File: src/rtl/netctl_pkg.sv
package netctl_pkg;
  // control byte bit positions
  localparam int C_SRST    = 0;
  localparam int C_LB_LO   = 1;
  localparam int C_FCOL    = 3;
  localparam int C_RSVD    = 4;
  localparam int C_WAKE_EN = 5;
  localparam int C_EXT     = 6;
  localparam int C_FDX     = 7;
  // status byte bit positions
  localparam int S_RXOV    = 0;
  localparam int S_TX1     = 1;
  localparam int S_TX2     = 2;
  localparam int S_TXFULL  = 3;
  localparam int S_RXRDY   = 4;
  localparam int S_WAKE    = 5;
  localparam int S_LINK    = 6;
  localparam int S_SPEED   = 7;

  typedef enum logic [1:0] {
    LB_NONE    = 2'b00,
    LB_MAC     = 2'b01,
    LB_PHY_DIG = 2'b10,
    LB_PHY_ANA = 2'b11
  } lb_mode_e;

  function automatic int unsigned srst_cycles(int unsigned hz, int unsigned us);
    int unsigned c;
    c = (hz / 1000000) * us;
    return (c == 0) ? 1 : c;
  endfunction
endpackage

File: src/rtl/nc_srst_timer.sv
module nc_srst_timer #(
  parameter int unsigned CYC = 500
) (
  input  logic clk,
  input  logic rst_n,
  input  logic start,
  output logic busy
);
  localparam int CNT_W = (CYC > 1) ? $clog2(CYC) : 1;

  logic [CNT_W-1:0] cnt_q, cnt_n;
  logic             busy_q, busy_n;

  always_comb begin
    cnt_n  = cnt_q;
    busy_n = busy_q;
    if (busy_q) begin
      if (cnt_q == '0) busy_n = 1'b0;
      else             cnt_n  = cnt_q - 1'b1;
    end else if (start) begin
      busy_n = 1'b1;
      cnt_n  = CNT_W'(CYC - 1);
    end
  end

  always_ff @(posedge clk or negedge rst_n) begin
    if (!rst_n) begin
      cnt_q  <= '0;
      busy_q <= 1'b0;
    end else begin
      cnt_q  <= cnt_n;
      busy_q <= busy_n;
    end
  end

  assign busy = busy_q;
endmodule

File: src/rtl/nc_ctrl_reg.sv
module nc_ctrl_reg
  import netctl_pkg::*;
(
  input  logic       clk,
  input  logic       rst_n,
  input  logic       wr_en,
  input  logic       hold,
  input  logic [1:0] w_lpbk,
  input  logic       w_fcol,
  input  logic       w_wake,
  input  logic       w_ext,
  input  logic       w_fdx,
  input  logic       fdx_in,
  output logic [1:0] lpbk,
  output logic       fcol,
  output logic       wake_en,
  output logic       ext,
  output logic       fdx_eff,
  output logic       wake_clr
);
  lb_mode_e lb_q, lb_n;
  logic fcol_q, fcol_n, fdx_q, fdx_n, ext_q, ext_n, wake_q, wake_n;

  always_comb begin
    lb_n   = lb_q;
    fcol_n = fcol_q;
    fdx_n  = fdx_q;
    ext_n  = wr_en ? w_ext  : ext_q;
    wake_n = wr_en ? w_wake : wake_q;
    if (hold) begin
      lb_n   = LB_NONE;
      fcol_n = 1'b0;
      fdx_n  = 1'b0;
    end else if (wr_en) begin
      lb_n   = lb_mode_e'(w_lpbk);
      fcol_n = w_fcol;
      if (ext_q) fdx_n = w_fdx;
    end
  end

  always_ff @(posedge clk or negedge rst_n) begin
    if (!rst_n) begin
      lb_q   <= LB_NONE;
      fcol_q <= 1'b0;
      fdx_q  <= 1'b0;
      ext_q  <= 1'b0;
      wake_q <= 1'b0;
    end else begin
      lb_q   <= lb_n;
      fcol_q <= fcol_n;
      fdx_q  <= fdx_n;
      ext_q  <= ext_n;
      wake_q <= wake_n;
    end
  end

  assign lpbk     = lb_q;
  assign fcol     = fcol_q;
  assign wake_en  = wake_q;
  assign ext      = ext_q;
  assign fdx_eff  = ext_q ? fdx_q : fdx_in;
  assign wake_clr = wr_en & ~w_wake;
endmodule

File: src/rtl/nc_stat_reg.sv
module nc_stat_reg #(
  parameter int N_EV = 3
) (
  input  logic          clk,
  input  logic          rst_n,
  input  logic          hold,
  input  logic          rd_clr,
  input  logic [N_EV:0] w1c,
  input  logic [N_EV-1:0] ev,
  input  logic          wake_ev,
  input  logic          wake_en,
  input  logic          wake_clr,
  output logic [N_EV:0] sticky
);
  logic [N_EV:0] st_q, st_n;

  // soft-resettable event flags
  for (genvar i = 0; i < N_EV; i++) begin : g_ev
    always_comb begin
      if (hold)                  st_n[i] = 1'b0;
      else if (ev[i])            st_n[i] = 1'b1;
      else if (rd_clr || w1c[i]) st_n[i] = 1'b0;
      else                       st_n[i] = st_q[i];
    end
  end

  // wake flag: kept through soft reset, cleared with wake enable
  always_comb begin
    if (wake_clr)                    st_n[N_EV] = 1'b0;
    else if (wake_ev && wake_en)     st_n[N_EV] = 1'b1;
    else if (rd_clr || w1c[N_EV])    st_n[N_EV] = 1'b0;
    else                             st_n[N_EV] = st_q[N_EV];
  end

  always_ff @(posedge clk or negedge rst_n) begin
    if (!rst_n) st_q <= '0;
    else        st_q <= st_n;
  end

  assign sticky = st_q;
endmodule

File: src/rtl/netctl_regs.sv
module netctl_regs
  import netctl_pkg::*;
#(
  parameter int unsigned CLK_HZ    = 50_000_000,
  parameter int unsigned SRST_US   = 10,
  parameter int          ADDR_W    = 8,
  parameter int          CTRL_ADDR = 0,
  parameter int          STAT_ADDR = 1,
  parameter int          TX_DEPTH  = 2,
  localparam int         SLOT_W    = $clog2(TX_DEPTH + 1)
) (
  input  logic              clk,
  input  logic              rst_n,
  input  logic [ADDR_W-1:0] bus_addr,
  input  logic              bus_rd,
  input  logic              bus_wr,
  input  logic [7:0]        bus_wdata,
  output logic [7:0]        bus_rdata,
  input  logic              tx1_done,
  input  logic              tx2_done,
  input  logic [SLOT_W-1:0] tx_slots,
  input  logic              rx_pending,
  input  logic              rx_ovf,
  input  logic              wake_evt,
  input  logic              link_up,
  input  logic              speed_10m,
  input  logic              fdx_in,
  output logic              soft_rst,
  output logic [1:0]        lpbk_mode,
  output logic              fdx,
  output logic              force_col,
  output logic              ext_phy_sel,
  output logic              wake_en
);
  localparam int unsigned SRST_CYC = srst_cycles(CLK_HZ, SRST_US);

  logic       sel_ctrl, sel_stat, ctrl_wr, srst_go, hold, wake_clr;
  logic [3:0] sticky;  // {wake, rxov, tx2, tx1}
  logic [3:0] w1c;
  logic [7:0] ctrl_byte, stat_byte;

  assign sel_ctrl = (bus_addr == ADDR_W'(CTRL_ADDR));
  assign sel_stat = (bus_addr == ADDR_W'(STAT_ADDR));
  assign ctrl_wr  = bus_wr & sel_ctrl;
  assign srst_go  = ctrl_wr & bus_wdata[C_SRST] & ~soft_rst;
  assign hold     = soft_rst | srst_go;
  assign w1c      = {4{bus_wr & sel_stat}} &
                    {bus_wdata[S_WAKE], bus_wdata[S_RXOV], bus_wdata[S_TX2], bus_wdata[S_TX1]};

  nc_srst_timer #(.CYC(SRST_CYC)) u_timer (
    .clk(clk), .rst_n(rst_n), .start(srst_go), .busy(soft_rst)
  );

  nc_ctrl_reg u_ctrl (
    .clk(clk), .rst_n(rst_n), .wr_en(ctrl_wr), .hold(hold),
    .w_lpbk(bus_wdata[C_LB_LO +: 2]), .w_fcol(bus_wdata[C_FCOL]),
    .w_wake(bus_wdata[C_WAKE_EN]), .w_ext(bus_wdata[C_EXT]),
    .w_fdx(bus_wdata[C_FDX]), .fdx_in(fdx_in),
    .lpbk(lpbk_mode), .fcol(force_col), .wake_en(wake_en),
    .ext(ext_phy_sel), .fdx_eff(fdx), .wake_clr(wake_clr)
  );

  nc_stat_reg #(.N_EV(3)) u_stat (
    .clk(clk), .rst_n(rst_n), .hold(hold), .rd_clr(bus_rd & sel_stat),
    .w1c(w1c), .ev({rx_ovf, tx2_done, tx1_done}), .wake_ev(wake_evt),
    .wake_en(wake_en), .wake_clr(wake_clr), .sticky(sticky)
  );

  always_comb begin
    ctrl_byte                 = '0;
    ctrl_byte[C_SRST]         = soft_rst;
    ctrl_byte[C_LB_LO +: 2]   = lpbk_mode;
    ctrl_byte[C_FCOL]         = force_col;
    ctrl_byte[C_RSVD]         = 1'b0;
    ctrl_byte[C_WAKE_EN]      = wake_en;
    ctrl_byte[C_EXT]          = ext_phy_sel;
    ctrl_byte[C_FDX]          = fdx;

    stat_byte                 = '0;
    stat_byte[S_TX1]          = sticky[0];
    stat_byte[S_TX2]          = sticky[1];
    stat_byte[S_RXOV]         = sticky[2];
    stat_byte[S_WAKE]         = sticky[3];
    stat_byte[S_TXFULL]       = (tx_slots >= SLOT_W'(TX_DEPTH));
    stat_byte[S_RXRDY]        = rx_pending;
    stat_byte[S_LINK]         = link_up;
    stat_byte[S_SPEED]        = speed_10m;

    if (sel_ctrl)      bus_rdata = ctrl_byte;
    else if (sel_stat) bus_rdata = stat_byte;
    else               bus_rdata = '0;
  end
endmodule

File: config.mk
export PLATFORM = sky130hd
export DESIGN_NAME = netctl_regs
export DESIGN_NICKNAME = d
export VERILOG_FILES = /design/src/rtl/netctl_pkg.sv /design/src/rtl/nc_srst_timer.sv /design/src/rtl/nc_ctrl_reg.sv /design/src/rtl/nc_stat_reg.sv /design/src/rtl/netctl_regs.sv
export SDC_FILE = /design/constraint.sdc
export NUM_CORES = 1
export LEC_CHECK = 0
export BUFFER_PORTS_ARGS = -buffer_cell sky130_fd_sc_hd__buf_4
export CAP_MARGIN = 20
export CORE_UTILIZATION = 29
export DETAILED_ROUTE_END_ITERATION = 7
export HOLD_SLACK_MARGIN = 0.02
export MAX_ROUTING_LAYER = met4
export PLACE_DENSITY = 0.6
export SLEW_MARGIN = 20
export SYNTH_ARGS = -nofsm -noshare
export SYNTH_HDL_FRONTEND = slang
export SYNTH_SLANG_ARGS = --single-unit
export TNS_END_PERCENT = 10
File: constraint.sdc
create_clock -name clk -period 2.2 [get_ports clk]
set_input_delay 0.33 -clock clk [delete_from_list [all_inputs] [get_ports clk]]
set_output_delay 0.33 -clock clk [all_outputs]
set_load 0.02 [all_outputs]
==> results of run 1 <==
[power by group]
part           internal (mW)  switching [mW]
Clock                  0.243           0.119
Sequential             0.445           0.105
Combinational          0.137           0.103
Total                  0.825           0.327
[cells in the mapped netlist (all sizes together), types with 4 or more instances]
cell / instances
a21oi: 11
a22o: 7
clkbuf: 4
dfrtp: 20
inv: 6
nand2: 10
nor2: 4
nor3: 4
nor4: 4
o21ai: 6
or3: 4
or3b: 4
[layer usage]
metal / vias up / part of all wire (%)
met5: - / 0
met4: 0 / 0.43
met3: 2 / 6.7
met2: 40 / 50
met1: 509 / 43
li1: 512 / -
[sequential cells by signal (all words and copies together) (netlist names)]
name	flops
u_stat.sticky	4
u_ctrl.wake_en	1
u_ctrl.ext	1
u_ctrl.lpbk	2
u_ctrl.fcol	1
u_ctrl.fdx_q	1
u_timer.busy	1
u_timer.cnt_q	9
[cells in the final DEF (no fill, tap or decap), types with 3 or more instances in the layout]
| cell | netlist | final |
|---|---|---|
| buf_4 | 0 | 43 |
| dfrtp_1 | 20 | 20 |
| a21oi_1 | 11 | 11 |
| nand2_1 | 10 | 10 |
| a22o_1 | 7 | 7 |
| inv_1 | 6 | 6 |
| o21ai_0 | 5 | 5 |
| nor3_1 | 4 | 4 |
| nor2_1 | 4 | 4 |
| or3_1 | 4 | 4 |
| and2_1 | 3 | 3 |
| nand3_1 | 3 | 3 |
| a221oi_1 | 3 | 3 |
| or3b_1 | 3 | 3 |
| a2bb2oi_1 | 3 | 3 |
| clkbuf_8 | 0 | 3 |
[metrics by stage]
step	area, µm²	hold WS (ns)	power, mW	setup WS [ns]
after CTS	1580	0.280	1.16	0.235
after global routing	1580	0.281	1.23	0.172
after detailed placement	1490	0.228	0.792	0.236
after global placement	1490	0.222	0.779	0.236
after floorplan	1140	0.0344	0.693	0.449
final	1580	0.282	1.15	0.265
[cell families after synthesis]
| logic type | Yosys count | share of synthesized area (%) |
|---|---|---|
| fa+ha+maj | 1 | 1.10 |
| buf+inv | 12 | 4.18 |
| compound gates | 36 | 21.7 |
| xor+xnor | 3 | 2.31 |
| mux | 4 | 3.85 |
| simple gates | 40 | 22.8 |
| flops | 20 | 44.1 |
[cell type report]
| type | instances | area share (%) |
|---|---|---|
| clock buffer | 3 | 2.62 |
| clock inverter | 1 | 1.91 |
| inverter | 6 | 1.43 |
| multi-input combinational | 84 | 37.3 |
| sequential | 20 | 31.8 |
| tap | 48 | 3.81 |
| timing repair buffer | 44 | 21.1 |
[worst paths after layout]
| kind | endpoint | cells after the start | slack [ns] | from |
|---|---|---|---|---|
| max | bus_rdata[0] | 5 | 0.27 | bus_addr[0] |
| min | u_ctrl.ext | 2 | 0.28 | bus_wdata[6] |
| max reg2reg | u_timer.cnt_q[5] | 6 | 0.33 | u_timer.cnt_q[0] |
| min reg2reg | u_ctrl.lpbk[1] | 2 | 0.54 | u_ctrl.lpbk[1] |
| max in group asynchronous | u_timer.cnt_q[7] | 2 | 1.48 | rst_n |
| min in group asynchronous | u_ctrl.wake_en | 2 | 0.49 | rst_n |
==> out/results.tsv, run 1 <==
stage	metric	value	unit
run_status	outcome	finished, final reports clean	
worst_setup_path	crit path cell chain	buf_4 > nor4_2 > and2_1 > a22o_1 > buf_4	
floorplan	num rows	22	
floorplan	die extent in x	64.6	µm
worst_setup_path	CP arrival	1.60	ns
global_routing	met2 usage	25.0	%
global_routing	largest net degree at the start of global routing	21	
floorplan	# IOs	45	
placed_design	Final GP Congestion	0.758	
logic_synthesis	Synth cell types	37	
flow_run	max-capacitance violation count	0	
layout	Final Net Count	190	
timing	Final Hold Fails	0	
global_routing	total grt overflow	0	
worst_setup_path	delay-heaviest family, CP	simple AND/OR/NAND/NOR gates	
timing	Worst Tran Pin Value	0.578	ns
hold_path	worst hold path type	in2reg	
worst_setup_path	worst-path maximum fanout	10	
logic_synthesis	Post-Syn Area	0.00114	mm²
clocking	clock latency on the worst-skew pair	0.26	ns
logic_synthesis	Yosys top cell area share	44.1	%
logic_synthesis	syn avg cell area	9.79	µm²
clocking	CTS Root Cell	clkbuf_8	
placed_design	# placed instances	201	
route	Via Count	1063	
logic_synthesis	Synth async-reset ratio	100	%
clocking	total CTS buffers	3	
floorplan	Core ar.	0.00372	mm²
worst_setup_path	CP bufs+invs	2	
layout	Area growth syn-to-layout	38.7	%
logic_synthesis	top post-synthesis cells by area	dfrtp_1, a22o_1, a21oi_1, nand2_1, a221oi_1	
global_routing	initial antenna violation count	0	
timing	post-layout min period	1.93	ns
floorplan	Initial Utilization	30.6	%
timing	achievable frequency	517	MHz
placed_design	input/output buffers	42	
worst_setup_path	Worst path max stage delay	0.42	ns
global_routing	GR Layer Usage met3	3.87	%
layout	Final Util	42.4	%
clocking	post-CTS setup buffer count	0	
layout	fraction of layout cells with a size suffix above 1	34.2	%
global_routing	first-pass GRT wire length	4750	µm
global_routing	vias in the first global route	1072	
clocking	Max Root-Sink Buffers	2	
timing	setup TNS	0	ns
worst_setup_path	CP most frequent cell	buf_4	
clocking	cts-stage hold buffer count	1	
worst_setup_path	Setup Crit Path Kind	in2out	
timing	Final period util	88.0	%
clocking	CTS tree	done	
logic_synthesis	area leader, netlist	dfrtp_1	
logic_synthesis	EDFF count, synth	0	
timing	Final Max Slew Viols	0	
power	Lkg Pwr	0.709	nW
logic_synthesis	ys flop type	dfrtp_1	
worst_setup_path	crit path capture type	output pin	
logic_synthesis	sequential share of the synthesized area	44.1	%
timing	clock skew	0.0111	ns
logic_synthesis	Syn Inst Count	116	
global_routing	grt met1 use	17.6	%
global_routing	gr usage total	14.7	%
route	DRC Markers	0	
floorplan	Die Ht	64.6	µm
worst_setup_path	Setup crit start kind	input port	
timing	Slew HR	61.5	%
worst_setup_path	WP data required	1.87	ns
clocking	post-CTS sizing	0	
layout	area of the multi-input gates	588	µm²
timing	setup violators final	0	
floorplan	die area	0.00417	mm²
global_routing	grt peak-use layer	met2	
clocking	htree depth	1	
route	DR iter-0 viols	51	
route	aggregate routed wire length	2780	µm
power	peak supply drop	0.000565	V
route	Routed Antenna Nets	0	
layout	Fillers	369	
worst_setup_path	Critical-path top delay cell	and2_1	
clocking	clock slew at reported path FFs	0.08	ns
clocking	Clock Sinks	20	
route	TritonRoute pass-1 iters	4	
logic_synthesis	YS warnings	0	
layout	Final Non-Filler Cells	206	
logic_synthesis	FF+latch count, synth	20	
logic_synthesis	Post-Syn Nets	147	
layout	ANT cells	0	
layout	storage element area	500	µm²
power	Power Density	731	mW/mm²
timing	unrepaired setup endpoints after global routing	no	
placed_design	DP HPWL	2090	µm
route	Via density	5.16	
route	WL/cell	13.5	µm
No activity file was read; power rests on OpenSTA's default activity.
==> run 2, diff against run 1 <==
==> constraint.sdc (replaced) <==
create_clock -name clk -period 2.2 [get_ports clk]
set_input_delay 0.22 -clock clk [delete_from_list [all_inputs] [get_ports clk]]
set_output_delay 0.22 -clock clk [all_outputs]
set_load 0.02 [all_outputs]
==> run 2 against run 1 <==
Register-to-register slack about the same; critical path depth up 1; die area unchanged; setup slack better by 0.058 ns; hold slack worse by 0.11 ns; flip-flop and latch count unchanged; cell area down 0.48%; global-route usage down 0.24 points; clock power about the same; total power down 0.41%; non-clock buffer count down 1; cell count down 0.49%.
==> out/results.tsv, run 2 (synthesis gave the netlist of run 1 again) <==
stage	metric	value	unit	change
run_status	outcome	finished, final reports clean		
global_routing	total grt overflow	0		unchanged
timing	setup violators final	0		unchanged
floorplan	Initial Utilization	30.6	%	unchanged
layout	Final Net Count	189		-0.53%
floorplan	Core ar.	0.00372	mm²	unchanged
global_routing	largest net degree at the start of global routing	21		unchanged
route	DRC Markers	0		unchanged
timing	Final Hold Fails	0		unchanged
worst_setup_path	crit path capture type	flop		
hold_path	worst hold path type	in2reg		
floorplan	Die Ht	64.6	µm	unchanged
worst_setup_path	R2R setup slack	0.32	ns	about the same
clocking	clock latency on the worst-skew pair	0.26	ns	about the same
timing	achievable frequency	533	MHz	+3.1%
placed_design	input/output buffers	42		unchanged
power	Lkg Pwr	0.704	nW	-0.59%
route	Routed Antenna Nets	0		unchanged
route	DR iter-0 viols	34		-33%
clocking	htree depth	1		unchanged
placed_design	Placement Setup Slack	0.317	ns	+0.0814 ns
route	Via Count	1048		-1.4%
placed_design	Placed Instance Area	0.00149	mm²	-0.50%
clocking	clock slew at reported path FFs	0.07	ns	about the same
layout	Fillers	380		+3.0%
global_routing	initial antenna violation count	0		unchanged
timing	Final period util	85.3	%	-2.6 points
route	TritonRoute pass-1 iters	4		unchanged
flow_run	max-capacitance violation count	0		unchanged
layout	largest register by flop count	u_timer.cnt_q		
route	Via density	5.11		-0.93%
layout	ANT cells	0		unchanged
clocking	post-CTS sizing	0		unchanged
layout	post-route design area	0.00157	mm²	-0.48%
clocking	Max Root-Sink Buffers	2		unchanged
clocking	Clock Sinks	20		unchanged
layout	fraction of layout cells with a size suffix above 1	33.8	%	-0.42 points
layout	Area growth syn-to-layout	38.0	%	
global_routing	gr usage total	14.5	%	-0.24 points
global_routing	vias in the first global route	1005		-6.3%
layout	max reg flops	9		unchanged
floorplan	# IOs	45		unchanged
route	aggregate routed wire length	2750	µm	-1.2%
timing	post-layout min period	1.88	ns	-0.0579 ns
timing	setup TNS	0	ns	unchanged
timing	clock skew	0.00237	ns	-0.00873 ns
clocking	CTS tree	done		
global_routing	first-pass GRT wire length	4620	µm	-2.8%
timing	Slew HR	60.9	%	-0.58 points
worst_setup_path	WP data required	2.32	ns	+0.45 ns
timing	worst setup margin	0.323	ns	+0.0579 ns
worst_setup_path	worst-path maximum fanout	5		-5
placed_design	Final GP Congestion	0.880		+16%
worst_setup_path	Setup crit start kind	flop		
floorplan	num rows	22		unchanged
clocking	CTS Root Cell	clkbuf_8		
placed_design	DP HPWL	2100	µm	+0.12%
floorplan	die area	0.00417	mm²	unchanged
layout	most frequent cells in the layout	buf_4, dfrtp_1, a21oi_1		
power	Power Density	732	mW/mm²	about the same
timing	Final Max Slew Viols	0		unchanged
layout	most common cell after layout, fill and taps aside	buf_4		
route	WL/cell	13.4	µm	-0.70%
power	peak supply drop	0.000361	V	-36%
floorplan	die extent in x	64.6	µm	unchanged
timing	Worst Tran Pin Value	0.587	ns	+0.00874 ns
worst_setup_path	CP arrival	2.00	ns	+0.40 ns
timing	unrepaired setup endpoints after global routing	no		
clocking	total CTS buffers	3		unchanged
worst_setup_path	Setup Crit Path Kind	reg2reg		
[run 2: cell types whose count changed in the layout (fill, tap and decap cells not counted)]
cell / change
buf_4: -1
[run 2: path summary, 6_finish.rpt]
check | from | to | depth (start not counted)
setup / recovery | u_timer.cnt_q[0] | u_timer.cnt_q[5] | 6
hold / removal | bus_wdata[6] | u_ctrl.ext | 2
setup reg to reg | u_timer.cnt_q[0] | u_timer.cnt_q[5] | 6
hold reg to reg | u_timer.cnt_q[0] | u_timer.cnt_q[0] | 1
max in group asynchronous | rst_n | u_timer.cnt_q[6] | 2
min in group asynchronous | rst_n | u_stat.sticky[3] | 2
[run 2: cell type report]
type,instances,area (µm²),area share [%]
Multi-Input combinational cell,84,588,37.5
Sequential cell,20,500,31.9
Timing Repair Buffer,43,325,20.8
Tap cell,48,60.1,3.83
Clock buffer,3,41.3,2.63
Clock inverter,1,30.0,1.92
Inverter,6,22.5,1.44
[run 2: per-layer routing]
metal	share of wire, %	global-route usage, %
met5	0	-
met4	1.4	5.83
met3	6.8	2.82
met2	47	23.0
met1	45	18.0
[run 2: repair_timing]
| action | CTS | global route |
|---|---|---|
| endpoints found under the hold margin | 20 | 0 |
| hold buffers | 1 | 0 |
| setup buffers | 0 | 0 |
[run 2: report_power, final]
| part | total, mW | switching (mW) | internal (mW) |
|---|---|---|---|
| combinational | 0.237 | 0.101 | 0.136 |
| sequential | 0.547 | 0.102 | 0.445 |
| clock | 0.364 | 0.121 | 0.243 |
[run 2: critical path: stages (launching register included)]
cell and delay (ns):
dfrtp_1 0.41, inv_1 0.07, ha_1 0.18, or3b_2 0.49, o31a_1 0.29, nand2b_4 0.17, a2bb2oi_1 0.13
[run 2: through the flow]
step | util (%) | hold slack (ns) | total power, mW | cells
after floorplan | - | -0.0756 | 0.693 | 116
after global placement | 40.0 | 0.115 | 0.779 | 200
after detailed placement | 40.0 | 0.118 | 0.793 | 200
after CTS | 42.2 | 0.165 | 1.17 | 205
after global routing | 42.2 | 0.170 | 1.22 | 205
final | 42.2 | 0.172 | 1.15 | 205
==> run 3, diff against run 2 <==
Settings changed: CORE_UTILIZATION 29 to 47, PLACE_DENSITY 0.6 to 0.86.
==> run 3 against run 2 <==
Flip-flop and latch count unchanged; sequential power about the same; largest cell class unchanged; wire length increased by 0.84%; highest routed layer unchanged.
==> out/results.tsv, run 3 (synthesis gave the netlist of run 1 again) <==
stage	metric	value	unit	change
timing	Slew HR	69.9	%	+9.0 points
route	WL/cell	14.9	µm	+11%
timing	clock skew	0.00227	ns	-0.0000983 ns
clocking	post-CTS sizing	0		unchanged
clocking	clock latency on the worst-skew pair	0.29	ns	+0.03 ns
timing	setup TNS	0	ns	unchanged
layout	max reg flops	9		unchanged
timing	worst setup margin	0.325	ns	+0.00162 ns
timing	Final period util	85.2	%	about the same
power	Lkg Pwr	0.695	nW	-1.3%
timing	unrepaired setup endpoints after global routing	no		
worst_setup_path	CP arrival	2.07	ns	+0.07 ns
placed_design	DP HPWL	2100	µm	+0.22%
global_routing	vias in the first global route	1055		+5.0%
power	peak supply drop	0.000679	V	+88%
floorplan	Initial Utilization	50.4	%	+20 points
power	Power Density	659	mW/mm²	-10%
route	Via density	5.87		+15%
global_routing	total grt overflow	0		unchanged
floorplan	# IOs	45		unchanged
placed_design	input/output buffers	42		unchanged
worst_setup_path	Setup crit start kind	flop		
route	DR iter-0 viols	44		+29%
layout	most common cell after layout, fill and taps aside	buf_4		
timing	Final Hold Fails	0		unchanged
floorplan	num rows	17		-23%
timing	Worst Tran Pin Value	0.448	ns	-0.139 ns
global_routing	gr usage total	24.1	%	+9.6 points
timing	Hold Slack	0.139	ns	-0.0331 ns
global_routing	first-pass GRT wire length	4540	µm	-1.6%
worst_setup_path	worst-path maximum fanout	5		unchanged
power	Sequential Power Share	54.7	%	+7.0 points
floorplan	Core ar.	0.00225	mm²	-39%
timing	post-layout min period	1.88	ns	-0.00162 ns
global_routing	initial antenna violation count	0		unchanged
placed_design	Final GP Congestion	0.896		+1.8%
floorplan	die extent in x	51.2	µm	-21%
clocking	total CTS buffers	3		unchanged
hold_path	worst hold path type	in2reg		
route	aggregate routed wire length	2770	µm	+0.84%
worst_setup_path	WP data required	2.40	ns	+0.08 ns
timing	Final Max Slew Viols	0		unchanged
layout	ANT cells	0		unchanged
clocking	clock slew at reported path FFs	0.11	ns	+0.04 ns
clocking	CTS tree	done		
placed_design	Placement Setup Slack	0.330	ns	+0.0131 ns
power	Comb pwr share	24.6	%	+4.0 points
route	Via Count	1092		+4.2%
floorplan	die area	0.00262	mm²	-37%
timing	achievable frequency	533	MHz	about the same
power	clock power share	20.7	%	-11 points
layout	Area growth syn-to-layout	33.4	%	
route	DRC Markers	0		unchanged
global_routing	largest net degree at the start of global routing	21		unchanged
layout	largest register by flop count	u_timer.cnt_q		
route	Routed Antenna Nets	0		unchanged
clocking	Clock Sinks	20		unchanged
route	TritonRoute pass-1 iters	4		unchanged
flow_run	max-capacitance violation count	0		unchanged
worst_setup_path	Setup Crit Path Kind	reg2reg		
layout	Final Net Count	190		+0.53%
clocking	CTS Root Cell	clkbuf_4		
layout	most frequent cells in the layout	buf_4, dfrtp_1, a21oi_1		
clocking	htree depth	1		unchanged
layout	fraction of layout cells with a size suffix above 1	34.2	%	+0.42 points
power	NetSw	0.315	mW	-2.6%
power	Sw Ratio	31.6	%	+3.4 points
worst_setup_path	crit path capture type	flop		
power	cell internal pwr	0.683	mW	-17%
run_status	outcome	finished, final reports clean		
timing	setup violators final	0		unchanged
floorplan	Die Ht	51.2	µm	-21%
clocking	Max Root-Sink Buffers	2		unchanged
run 3: cell types whose count changed in the layout (fill, tap and decap cells not counted), sizes merged:
cell / delta
buf: +1
bufinv: -1
clkbuf: +1
run 3: what timing repair did:
action | CTS | global route
setup buffers | 0 | 0
endpoints found under the hold margin | 20 | 0
hold buffers | 1 | 0
run 3: cell type report:
cell class                      count  area (µm²)
Fill cell                         179         739
Multi-Input combinational cell     84         588
Sequential cell                    20         500
Timing Repair Buffer               44         333
Clock buffer                        4        36.3
Tap cell                           28        35.0
Inverter                            6        22.5
run 3: metal layers:
metal	routed length, µm	track usage [%]	up-vias
met1	1080	27.2	511
li1	-	-	519
met5	0	-	-
met4	10	8.80	0
met3	213	4.17	2
met2	1470	42.5	60
run 3: critical path, stage by stage (launching register included):
cell	delay, ns
dfrtp_1	0.42
inv_1	0.07
ha_1	0.18
or3b_2	0.49
o31a_1	0.29
nand2b_4	0.17
o21a_1	0.17
run 3: per-stage QoR:
step	cells	cell area, µm²	power, mW	utilization [%]
global placement	181	1470	0.776	65.1
global route	186	1520	1.07	67.2
floorplan	116	1140	0.693	-
finish	186	1520	0.998	67.2
detailed placement	181	1470	0.797	65.1
CTS	186	1520	1.00	67.2
run 3: power by group through the flow:
stage                     Clock, mW  Combinational, mW  Sequential (mW)
after CTS                     0.212              0.247            0.544
final                         0.207              0.246            0.546
after detailed placement          0              0.245            0.552
after global routing          0.233              0.274            0.558
after global placement            0              0.231            0.545
after floorplan                   0              0.177            0.515
run 3: final timing paths:
path,startpoint,cells after the start,slack (ns),endpoint
min in group asynchronous,rst_n,2,0.33,u_stat.sticky[3]
hold reg to reg,u_stat.sticky[3],2,0.56,u_stat.sticky[3]
setup / recovery,u_timer.cnt_q[0],6,0.32,u_timer.cnt_q[0]
setup reg to reg,u_timer.cnt_q[0],6,0.32,u_timer.cnt_q[0]
max in group asynchronous,rst_n,2,1.67,u_timer.cnt_q[8]
hold / removal,bus_wdata[6],2,0.14,u_ctrl.ext
